## src/rtl/tmr_pkg.sv

```systemverilog
package tmr_pkg;
  localparam int unsigned CTRL_W      = 2;
  localparam int unsigned EN_BIT      = 0;
  localparam int unsigned ONESHOT_BIT = 1;
  localparam int unsigned ADDR_W      = 2;

  typedef enum logic [ADDR_W-1:0] {
    REG_STAMP  = 2'd0,
    REG_RELOAD = 2'd1,
    REG_STATUS = 2'd2,
    REG_COUNT  = 2'd3
  } tmr_reg_e;
endpackage

```

## src/rtl/tmr_stamp.sv

```systemverilog
module tmr_stamp #(
  parameter int unsigned DATA_W = 32
) (
  input  logic              clk,
  input  logic              rst_n,
  input  logic              load,
  input  logic [DATA_W-1:0] load_val,
  output logic [DATA_W-1:0] stamp
);
  always_ff @(posedge clk) begin
    if (!rst_n)    stamp <= '0;
    else if (load) stamp <= load_val;
    else           stamp <= stamp + 1'b1;
  end

  AST_STAMP_ADVANCES: assert property (@(posedge clk) disable iff (!rst_n)
    !load |=> stamp == $past(stamp) + 1'b1);
endmodule

```

## src/rtl/tmr_downcounter.sv

```systemverilog
module tmr_downcounter
  import tmr_pkg::*;
#(
  parameter int unsigned DATA_W = 32
) (
  input  logic              clk,
  input  logic              rst_n,
  input  logic              load,
  input  logic [DATA_W-1:0] load_word,
  output logic [DATA_W-1:0] count,
  output logic [DATA_W-1:0] reload_word,
  output logic              expire
);
  localparam int unsigned FIELD_W = DATA_W - CTRL_W;

  logic [FIELD_W-1:0] field_q;
  logic               en_q;
  logic               oneshot_q;
  logic               at_one;

  assign at_one      = (count == {{(DATA_W-1){1'b0}}, 1'b1});
  assign expire      = !load && en_q && at_one;
  assign reload_word = {field_q, oneshot_q, en_q};

  always_ff @(posedge clk) begin
    if (!rst_n) begin
      field_q   <= '0;
      en_q      <= 1'b0;
      oneshot_q <= 1'b0;
      count     <= '0;
    end else if (load) begin
      field_q   <= load_word[DATA_W-1:CTRL_W];
      en_q      <= load_word[EN_BIT];
      oneshot_q <= load_word[ONESHOT_BIT];
      count     <= {load_word[DATA_W-1:CTRL_W], {CTRL_W{1'b0}}};
    end else if (en_q && count != '0) begin
      if (at_one) begin
        if (oneshot_q) begin
          en_q  <= 1'b0;
          count <= '0;
        end else begin
          count <= {field_q, {CTRL_W{1'b0}}};
        end
      end else begin
        count <= count - 1'b1;
      end
    end
  end

  AST_LOAD_TAKES_FIELD: assert property (@(posedge clk) disable iff (!rst_n)
    load |=> count[CTRL_W-1:0] == '0);
  AST_COUNT_DECREMENTS: assert property (@(posedge clk) disable iff (!rst_n)
    (!load && en_q && count > 1) |=> count == $past(count) - 1'b1);
  AST_HOLD_WHEN_OFF: assert property (@(posedge clk) disable iff (!rst_n)
    (!load && !en_q) |=> $stable(count));
  AST_PERIODIC_RELOAD: assert property (@(posedge clk) disable iff (!rst_n)
    (expire && !oneshot_q) |=> count == {$past(field_q), {CTRL_W{1'b0}}});
  AST_ONESHOT_STOPS: assert property (@(posedge clk) disable iff (!rst_n)
    (expire && oneshot_q) |=> (!en_q && count == '0));
endmodule

```

## src/rtl/tmr_regbus.sv

```systemverilog
module tmr_regbus
  import tmr_pkg::*;
#(
  parameter int unsigned DATA_W = 32
) (
  input  logic              clk,
  input  logic              rst_n,
  input  logic              req_valid,
  input  logic              req_write,
  input  logic [ADDR_W-1:0] req_addr,
  input  logic              clr_bit,
  input  logic [DATA_W-1:0] stamp,
  input  logic [DATA_W-1:0] reload_word,
  input  logic [DATA_W-1:0] count,
  input  logic              expire,
  output logic              wr_stamp,
  output logic              wr_reload,
  output logic              pending,
  output logic              rsp_valid,
  output logic [DATA_W-1:0] rsp_rdata
);
  logic              wr_status;
  logic              rd_req;
  logic [DATA_W-1:0] rd_mux;

  assign rd_req    = req_valid && !req_write;
  assign wr_stamp  = req_valid && req_write && (req_addr == REG_STAMP);
  assign wr_reload = req_valid && req_write && (req_addr == REG_RELOAD);
  assign wr_status = req_valid && req_write && (req_addr == REG_STATUS);

  always_comb begin
    unique case (tmr_reg_e'(req_addr))
      REG_STAMP:  rd_mux = stamp;
      REG_RELOAD: rd_mux = reload_word;
      REG_STATUS: rd_mux = {{(DATA_W-1){1'b0}}, pending};
      REG_COUNT:  rd_mux = count;
      default:    rd_mux = '0;
    endcase
  end

  always_ff @(posedge clk) begin
    if (!rst_n)                    pending <= 1'b0;
    else if (expire)               pending <= 1'b1;
    else if (wr_status && clr_bit) pending <= 1'b0;
  end

  always_ff @(posedge clk) begin
    if (!rst_n) begin
      rsp_valid <= 1'b0;
      rsp_rdata <= '0;
    end else begin
      rsp_valid <= rd_req;
      if (rd_req) rsp_rdata <= rd_mux;
    end
  end

  AST_EXPIRY_SETS_PENDING: assert property (@(posedge clk) disable iff (!rst_n)
    expire |=> pending);
  AST_ZERO_WRITE_KEEPS: assert property (@(posedge clk) disable iff (!rst_n)
    (wr_status && !clr_bit && pending) |=> pending);
  AST_READ_ANSWERED: assert property (@(posedge clk) disable iff (!rst_n)
    rd_req |=> rsp_valid);
  AST_NO_SPURIOUS_RSP: assert property (@(posedge clk) disable iff (!rst_n)
    !rd_req |=> !rsp_valid);
endmodule

```

## src/rtl/tmr_os_tick.sv

```systemverilog
module tmr_os_tick
  import tmr_pkg::*;
#(
  parameter int unsigned DATA_W = 32
) (
  input  logic              clk,
  input  logic              rst_n,
  input  logic              req_valid,
  output logic              req_ready,
  input  logic              req_write,
  input  logic [1:0]        req_addr,
  input  logic [DATA_W-1:0] req_wdata,
  output logic              rsp_valid,
  output logic [DATA_W-1:0] rsp_rdata,
  output logic              irq
);
  logic [DATA_W-1:0] stamp;
  logic [DATA_W-1:0] count;
  logic [DATA_W-1:0] reload_word;
  logic              expire;
  logic              wr_stamp;
  logic              wr_reload;
  logic              pending;

  assign req_ready = 1'b1;
  assign irq       = pending;

  tmr_stamp #(.DATA_W(DATA_W)) u_stamp (
    .clk      (clk),
    .rst_n    (rst_n),
    .load     (wr_stamp),
    .load_val (req_wdata),
    .stamp    (stamp)
  );

  tmr_downcounter #(.DATA_W(DATA_W)) u_down (
    .clk         (clk),
    .rst_n       (rst_n),
    .load        (wr_reload),
    .load_word   (req_wdata),
    .count       (count),
    .reload_word (reload_word),
    .expire      (expire)
  );

  tmr_regbus #(.DATA_W(DATA_W)) u_bus (
    .clk         (clk),
    .rst_n       (rst_n),
    .req_valid   (req_valid),
    .req_write   (req_write),
    .req_addr    (req_addr),
    .clr_bit     (req_wdata[0]),
    .stamp       (stamp),
    .reload_word (reload_word),
    .count       (count),
    .expire      (expire),
    .wr_stamp    (wr_stamp),
    .wr_reload   (wr_reload),
    .pending     (pending),
    .rsp_valid   (rsp_valid),
    .rsp_rdata   (rsp_rdata)
  );

  AST_IRQ_FOLLOWS: assert property (@(posedge clk) disable iff (!rst_n)
    $rose(irq) |-> $past(expire));
endmodule

```

## config.mk

```make
export PLATFORM = sky130hd
export DESIGN_NAME = tmr_os_tick
export DESIGN_NICKNAME = d
export VERILOG_FILES = /design/src/rtl/tmr_pkg.sv /design/src/rtl/tmr_stamp.sv /design/src/rtl/tmr_downcounter.sv /design/src/rtl/tmr_regbus.sv /design/src/rtl/tmr_os_tick.sv
export SDC_FILE = /design/constraint.sdc
export NUM_CORES = 1
export LEC_CHECK = 0
export ABC_AREA = 1
export BUFFER_PORTS_ARGS = -buffer_cell sky130_fd_sc_hd__buf_2
export CAP_MARGIN = 20
export CORE_MARGIN = 2
export CORE_UTILIZATION = 34
export CTS_BUF_LIST = sky130_fd_sc_hd__clkbuf_16
export DETAILED_ROUTE_END_ITERATION = 10
export PLACE_DENSITY = 0.59
export SYNTH_ARGS = -nofsm -noshare
export SYNTH_HDL_FRONTEND = slang
export SYNTH_SLANG_ARGS = --single-unit
```

## constraint.sdc

```tcl
create_clock -name clk -period 4.5 [get_ports clk]
set_clock_uncertainty 0.1 [all_clocks]
set_input_delay 1.35 -clock clk [delete_from_list [all_inputs] [get_ports clk]]
set_output_delay 1.35 -clock clk [all_outputs]
set_load 0.01 [all_outputs]
```

# Word-level counts from Yosys, hierarchy flattened
# Cells that the tools add are included.
# totals
word_cells,47
register_bits,130
out_inout_bits,35
input_bits,38
# op_classes
add_sub_neg,2
eq_ne,4
muxes,12
bitwise_logic,1
n_reduce_logical,19
# ops
operator,n
32-bit two-way mux,5
32-bit case mux with 4 select lines,1
32-bit by 1-bit adder with 32-bit output (second input constant),1
32-bit by 1-bit == test with 1-bit output (second input constant),1
32-bit nonzero test,1
32-bit by 1-bit subtractor with 32-bit output (second input constant),1
1-bit logical AND,9
2-bit nonzero test,4
1-bit two-way mux,6
2-bit == test (second input constant),2
3-bit AND reduction,1
2-bit by 1-bit == test with 1-bit output (second input constant),1
1-bit zero test,2
2-bit zero test,1
2-bit OR reduction,1
1-bit NOT,1

# Depth between registers and ports, before layout
# logic_depth
ltp_word,6
depth_mapped,13
ltp_nobuf,12

# Hierarchy
# Synthesis repeated with hierarchy kept, for this count alone.
# hier_totals
cells_unflattened,1240
area_unflattened_um2,7753.7
# modules_own_cells
module,area_per_inst_um2,instances,seq_area_each_um2,cells_per_inst
tmr_downcounter,3927.5,1,1281.2,636
tmr_stamp,2168.3,1,640.6,368
tmr_regbus,1646.6,1,680.7,234
tmr_os_tick,11.3,1,0.0,2

# Least setup slack after synthesis
# OpenSTA, ideal clock, no wires.
# synth_path
path_kind,input to register
start,input port req_addr[1]
end,register u_down.count[18]
stages,10
setup_time_ns,0.128
setup_slack_ns,1.804
arrival_ns,2.469
path_buffers,2
required_ns,4.272
path_cell_list,inv_1 > nand2_1 > nor2_1 > inv_1 > buf_2 > buf_2 > nand3_1 > nand2_1 > nor2_1 > nor2_1
# synth_between
elab_chain_cells,3
elab_cells_between_ends,4
classes_between,eq/ne: 1; mux: 1; reduce/logical: 2
# synth_lines
item,line_no,text
"start, declared",tmr_os_tick.sv:11,"input logic [1:0] req_addr,"
2-bit by 1-bit == test with 1-bit output (*),tmr_regbus.sv:28,assign wr_reload = req_valid && req_write && (req_addr == REG_RELOAD);
1-bit logical AND (*),tmr_regbus.sv:28,
32-bit two-way mux / 2-bit nonzero test (equally long branches),n/a,
"end signal, assigned",tmr_downcounter.sv:35,"count <= {load_word[DATA_W-1:CTRL_W], {CTRL_W{1'b0}}};"
"end signal, assigned",tmr_downcounter.sv:42,"count <= {field_q, {CTRL_W{1'b0}}};"
"end signal, assigned",tmr_downcounter.sv:45,count <= count - 1'b1;
"end, declared",tmr_downcounter.sv:10,"output logic [DATA_W-1:0] count,"
# Mark *: on every way between the ends. The rest lies on a longest branch, timed or not.
# A chain may end at the register's enable or synchronous reset.

# Worst setup path after layout
# layout_path
start,input port req_addr[1]
end,register u_down.count[7]
# The elaborated chain is that of the path after synthesis.

==> metrics.md <==
| Metric | Value |
|---|---|
| Leakage | `approximately 0.004 uW` |
| Largest net degree at the start of global routing | `between 50 and 60` |
| Post_cts resized | `0` |
| H-Tree Depth | `4` |
| Fillers | `2,308` |
| Measured slew at the worst slew-check pin | `between 800 and 900 ps` |
| Final wirelength | `approximately 26,000 um` |
| Net Sw Power | `roughly 990 uW` |
| Mapped Area | `approximately 0.0075 mm2` |
| Post-synthesis register bit count | `130` |
| RSZ-0062 raised after global routing | `no` |
| TritonCTS clock tree | `done` |
| Slowest stage delay, CP | `~330 ps` |
| Synthesis-to-layout area growth | `15.9%` |
| Die area | `between 0.02 and 0.025 mm2` |
| Avg Vias per Cell | `between 5 and 6` |
| Detail Route Antenna Nets | `0` |
| Slew margin rel. | `0.417` |
| First-pass DRT Iterations | `5` |
| Most common cell after layout, fill and taps aside | `nand2_1` |
| Row cnt | `54` |
| Power Internal | `approximately 2300 uW` |
| Vias | `between 7k and 8k` |
| Initial Util | `0.345` |
| Vias in the first global route | `about 7.5k` |
| Slowest cell on the critical path | `buf_4` |
| Slew Viols, Final | `0` |
| Synth cell types | `36` |
| Overall Global Routing Usage | `0.222` |
| Switching Share | `0.300` |
| Crit. End Element | `flip-flop` |
| Final Wtd Congestion | `around 1` |
| CORE AREA | `~0.022 mm2` |
| Hold Buf Count CTS | `0` |
| Fmax | `~320 MHz` |
| Seq/Total Area, Yosys | `0.348` |
| Total of max-cap violations | `0` |
| Worst-path clk slew | `60 ps` |
| Mean Syn Cell Area | `~6.3 um2` |
| Layout cells sized above 1 | `0.117` |
| Asr flop ratio synth | `0` |
| Required @ worst endpoint | `about 4700 ps` |
| Placed Cells | `roughly 1.5k` |
| DIE HEIGHT | `between 150 and 200 um` |
| Diodes inserted | `0` |
| Post-Layout Cell Count | `~1.5k` |
| Setup TNS | `0 ps` |
| Port buffer count | `approximately 70` |
| Gr ovfl total | `0` |
| Period utilization | `0.700` |
| Crit-path max FO | `33` |
| Inserted Clock Buffers | `17` |
| Final core area utilization | `0.400` |
| CTS Sinks | `between 100 and 150` |
| Syn Nets | `1,219` |
| Most frequent cells in the layout | `nand2_1, inv_1, dfxtp_1` |
| Power Density | `around 380 mW/mm2` |
| Most used DFF post-synth | `dfxtp_1` |
| Final hold vios | `0` |
| Post-Synthesis Cells | `between 1k and 1.5k` |
| Mean routed wirelength per cell | `between 15 and 20 um` |
| Post-synth EDFFs | `0` |
| Seq. cell area | `0.00260 mm2` |
| Setup CP Type | `in2reg` |
| Final Net Count | `roughly 1.3k` |
| Remaining DRCs | `0` |
| Hold Path Class | `reg2reg` |
| Min cycle time layout | `about 3200 ps` |
| Die W | `about 150 um` |
| Clock share of power | `0.432` |
| Logic pwr share | `0.188` |
| Iteration-0 DRC Markers | `713` |
| Status | `completed` |
| Worst vdd ir | `between 0.2 and 0.3 mV` |
| CP Launch Type | `primary input` |
| Crit path cell chain | `buf_2 > inv_1 > nand2_1 > nor2_2 > buf_4 > inv_1 > nand2_2 > inv_2 > nand2_1 > nand3_1 > nand2_1 > inv_1` |
| First-pass GRT wire length | `just over 40,000 um` |
| Post-CTS Setup Inserts | `0` |
| Crit path DAT | `between 3000 and 4000 ps` |
| Multi-input logic area | `between 0.004 and 0.005 mm2` |
| Setup-failing EPs final | `0` |
| Max clock buf depth | `2` |
| Clock Latency Late Sink | `~420 ps` |
| Root Driver | `clkbuf_16` |
| IO Pins | `73` |
| Final HPWL DP | `roughly 19,000 um` |
| Initial antenna violation count | `0` |
| Flop pwr share | `0.380` |
| Yosys warnings | `0` |
cell families (layout without fill, tap and decap cells):
family | after synthesis | in the layout | synth area share
xor gates and xnor gates | 24 | 24 | 0.0281
other | 1 | 1 | 0.000501
buffers and inverters | 222 | 287 | 0.116
adders and majority gates | 3 | 3 | 0.00502
AOI/OAI and AO/OA | 251 | 251 | 0.193
and+or+nand+nor | 547 | 547 | 0.309
DFF | 130 | 130 | 0.348
registers in the layout, summed over array words and instances (netlist names):
| register | count |
|---|---|
| u_bus.pending | 1 |
| u_down.field_q | 30 |
| u_down.count | 32 |
| u_bus.rsp_valid | 1 |
| u_stamp.stamp | 32 |
| u_down.en_q | 1 |
| u_down.oneshot_q | 1 |
| u_bus.rsp_rdata | 32 |
power groups by stage:
| stage | logic, uW | clock network, uW | registers (uW) |
|---|---|---|---|
| 2_1_floorplan | 435 | 0 | 1270 |
| 3_3_place_gp | 611 | 0 | 1280 |
| 3_5_place_dp | 615 | 0 | 1280 |
| 4_1_cts | 619 | 1450 | 1250 |
| 5_1_grt | 701 | 1500 | 1260 |
| 6_report | 624 | 1430 | 1260 |
synthesized netlist by cell type (all sizes together) (9+ instances only):
| cell | count | area (um2) |
|---|---|---|
| o211ai | 9 | 67.6 |
| a31oi | 10 | 62.6 |
| dfxtp | 130 | 2600 |
| nand2 | 282 | 1070 |
| inv | 167 | 627 |
| nor2 | 132 | 538 |
| buf | 15 | 90.1 |
| clkbuf | 38 | 143 |
| nand4 | 15 | 93.8 |
| nand3 | 97 | 485 |
| o21ai | 84 | 432 |
| nor3 | 10 | 50.1 |
| xor2 | 18 | 158 |
| o22ai | 49 | 307 |
| a21oi | 79 | 395 |
worst paths after layout:
| path | from | slack, ps | to | cells after the start |
|---|---|---|---|---|
| worst max register to register | u_down.count[21] | 1830 | u_down.count[10] | 11 |
| worst min register to register | u_down.field_q[12] | 390 | u_down.field_q[12] | 2 |
| worst max-delay path | req_addr[1] | 1350 | u_down.count[7] | 12 |
| worst min-delay path | u_down.field_q[12] | 390 | u_down.field_q[12] | 2 |
stage by stage:
stage	total power [uW]	worst slack [ps]	area (um2)	hold WS (ps)
floorplan	1710	1800	7480	354
global route	3460	1160	8670	406
detailed placement	1890	963	8070	380
CTS	3320	1390	8670	389
global placement	1890	1010	8060	375
finish	3310	1350	8670	393
routing by layer:
metal / global-route usage / vias up / part of all wire
met3: 0.0478 / 50 / 0.070
met1: 0.294 / 3688 / 0.45
met4: 0.0877 / 0 / 0.029
met2: 0.354 / 302 / 0.45
li1: - / 3950 / -
met5: 0 / - / 0
worst max-delay path: cells and delay by family:
family                 cells  cell delay, ps
and+or+nand+nor            6             790
buffers and inverters      6            1210
final cells by class:
cell class                      instances  share of cell area
Sequential cell                       130               0.300
Clock inverter                         15              0.0199
Clock buffer                           17              0.0491
Multi-Input combinational cell        826               0.463
Timing Repair Buffer                   86              0.0544
Inverter                              169              0.0731
Tap cell                              280              0.0404
No activity file was read; power rests on OpenSTA's default activity.
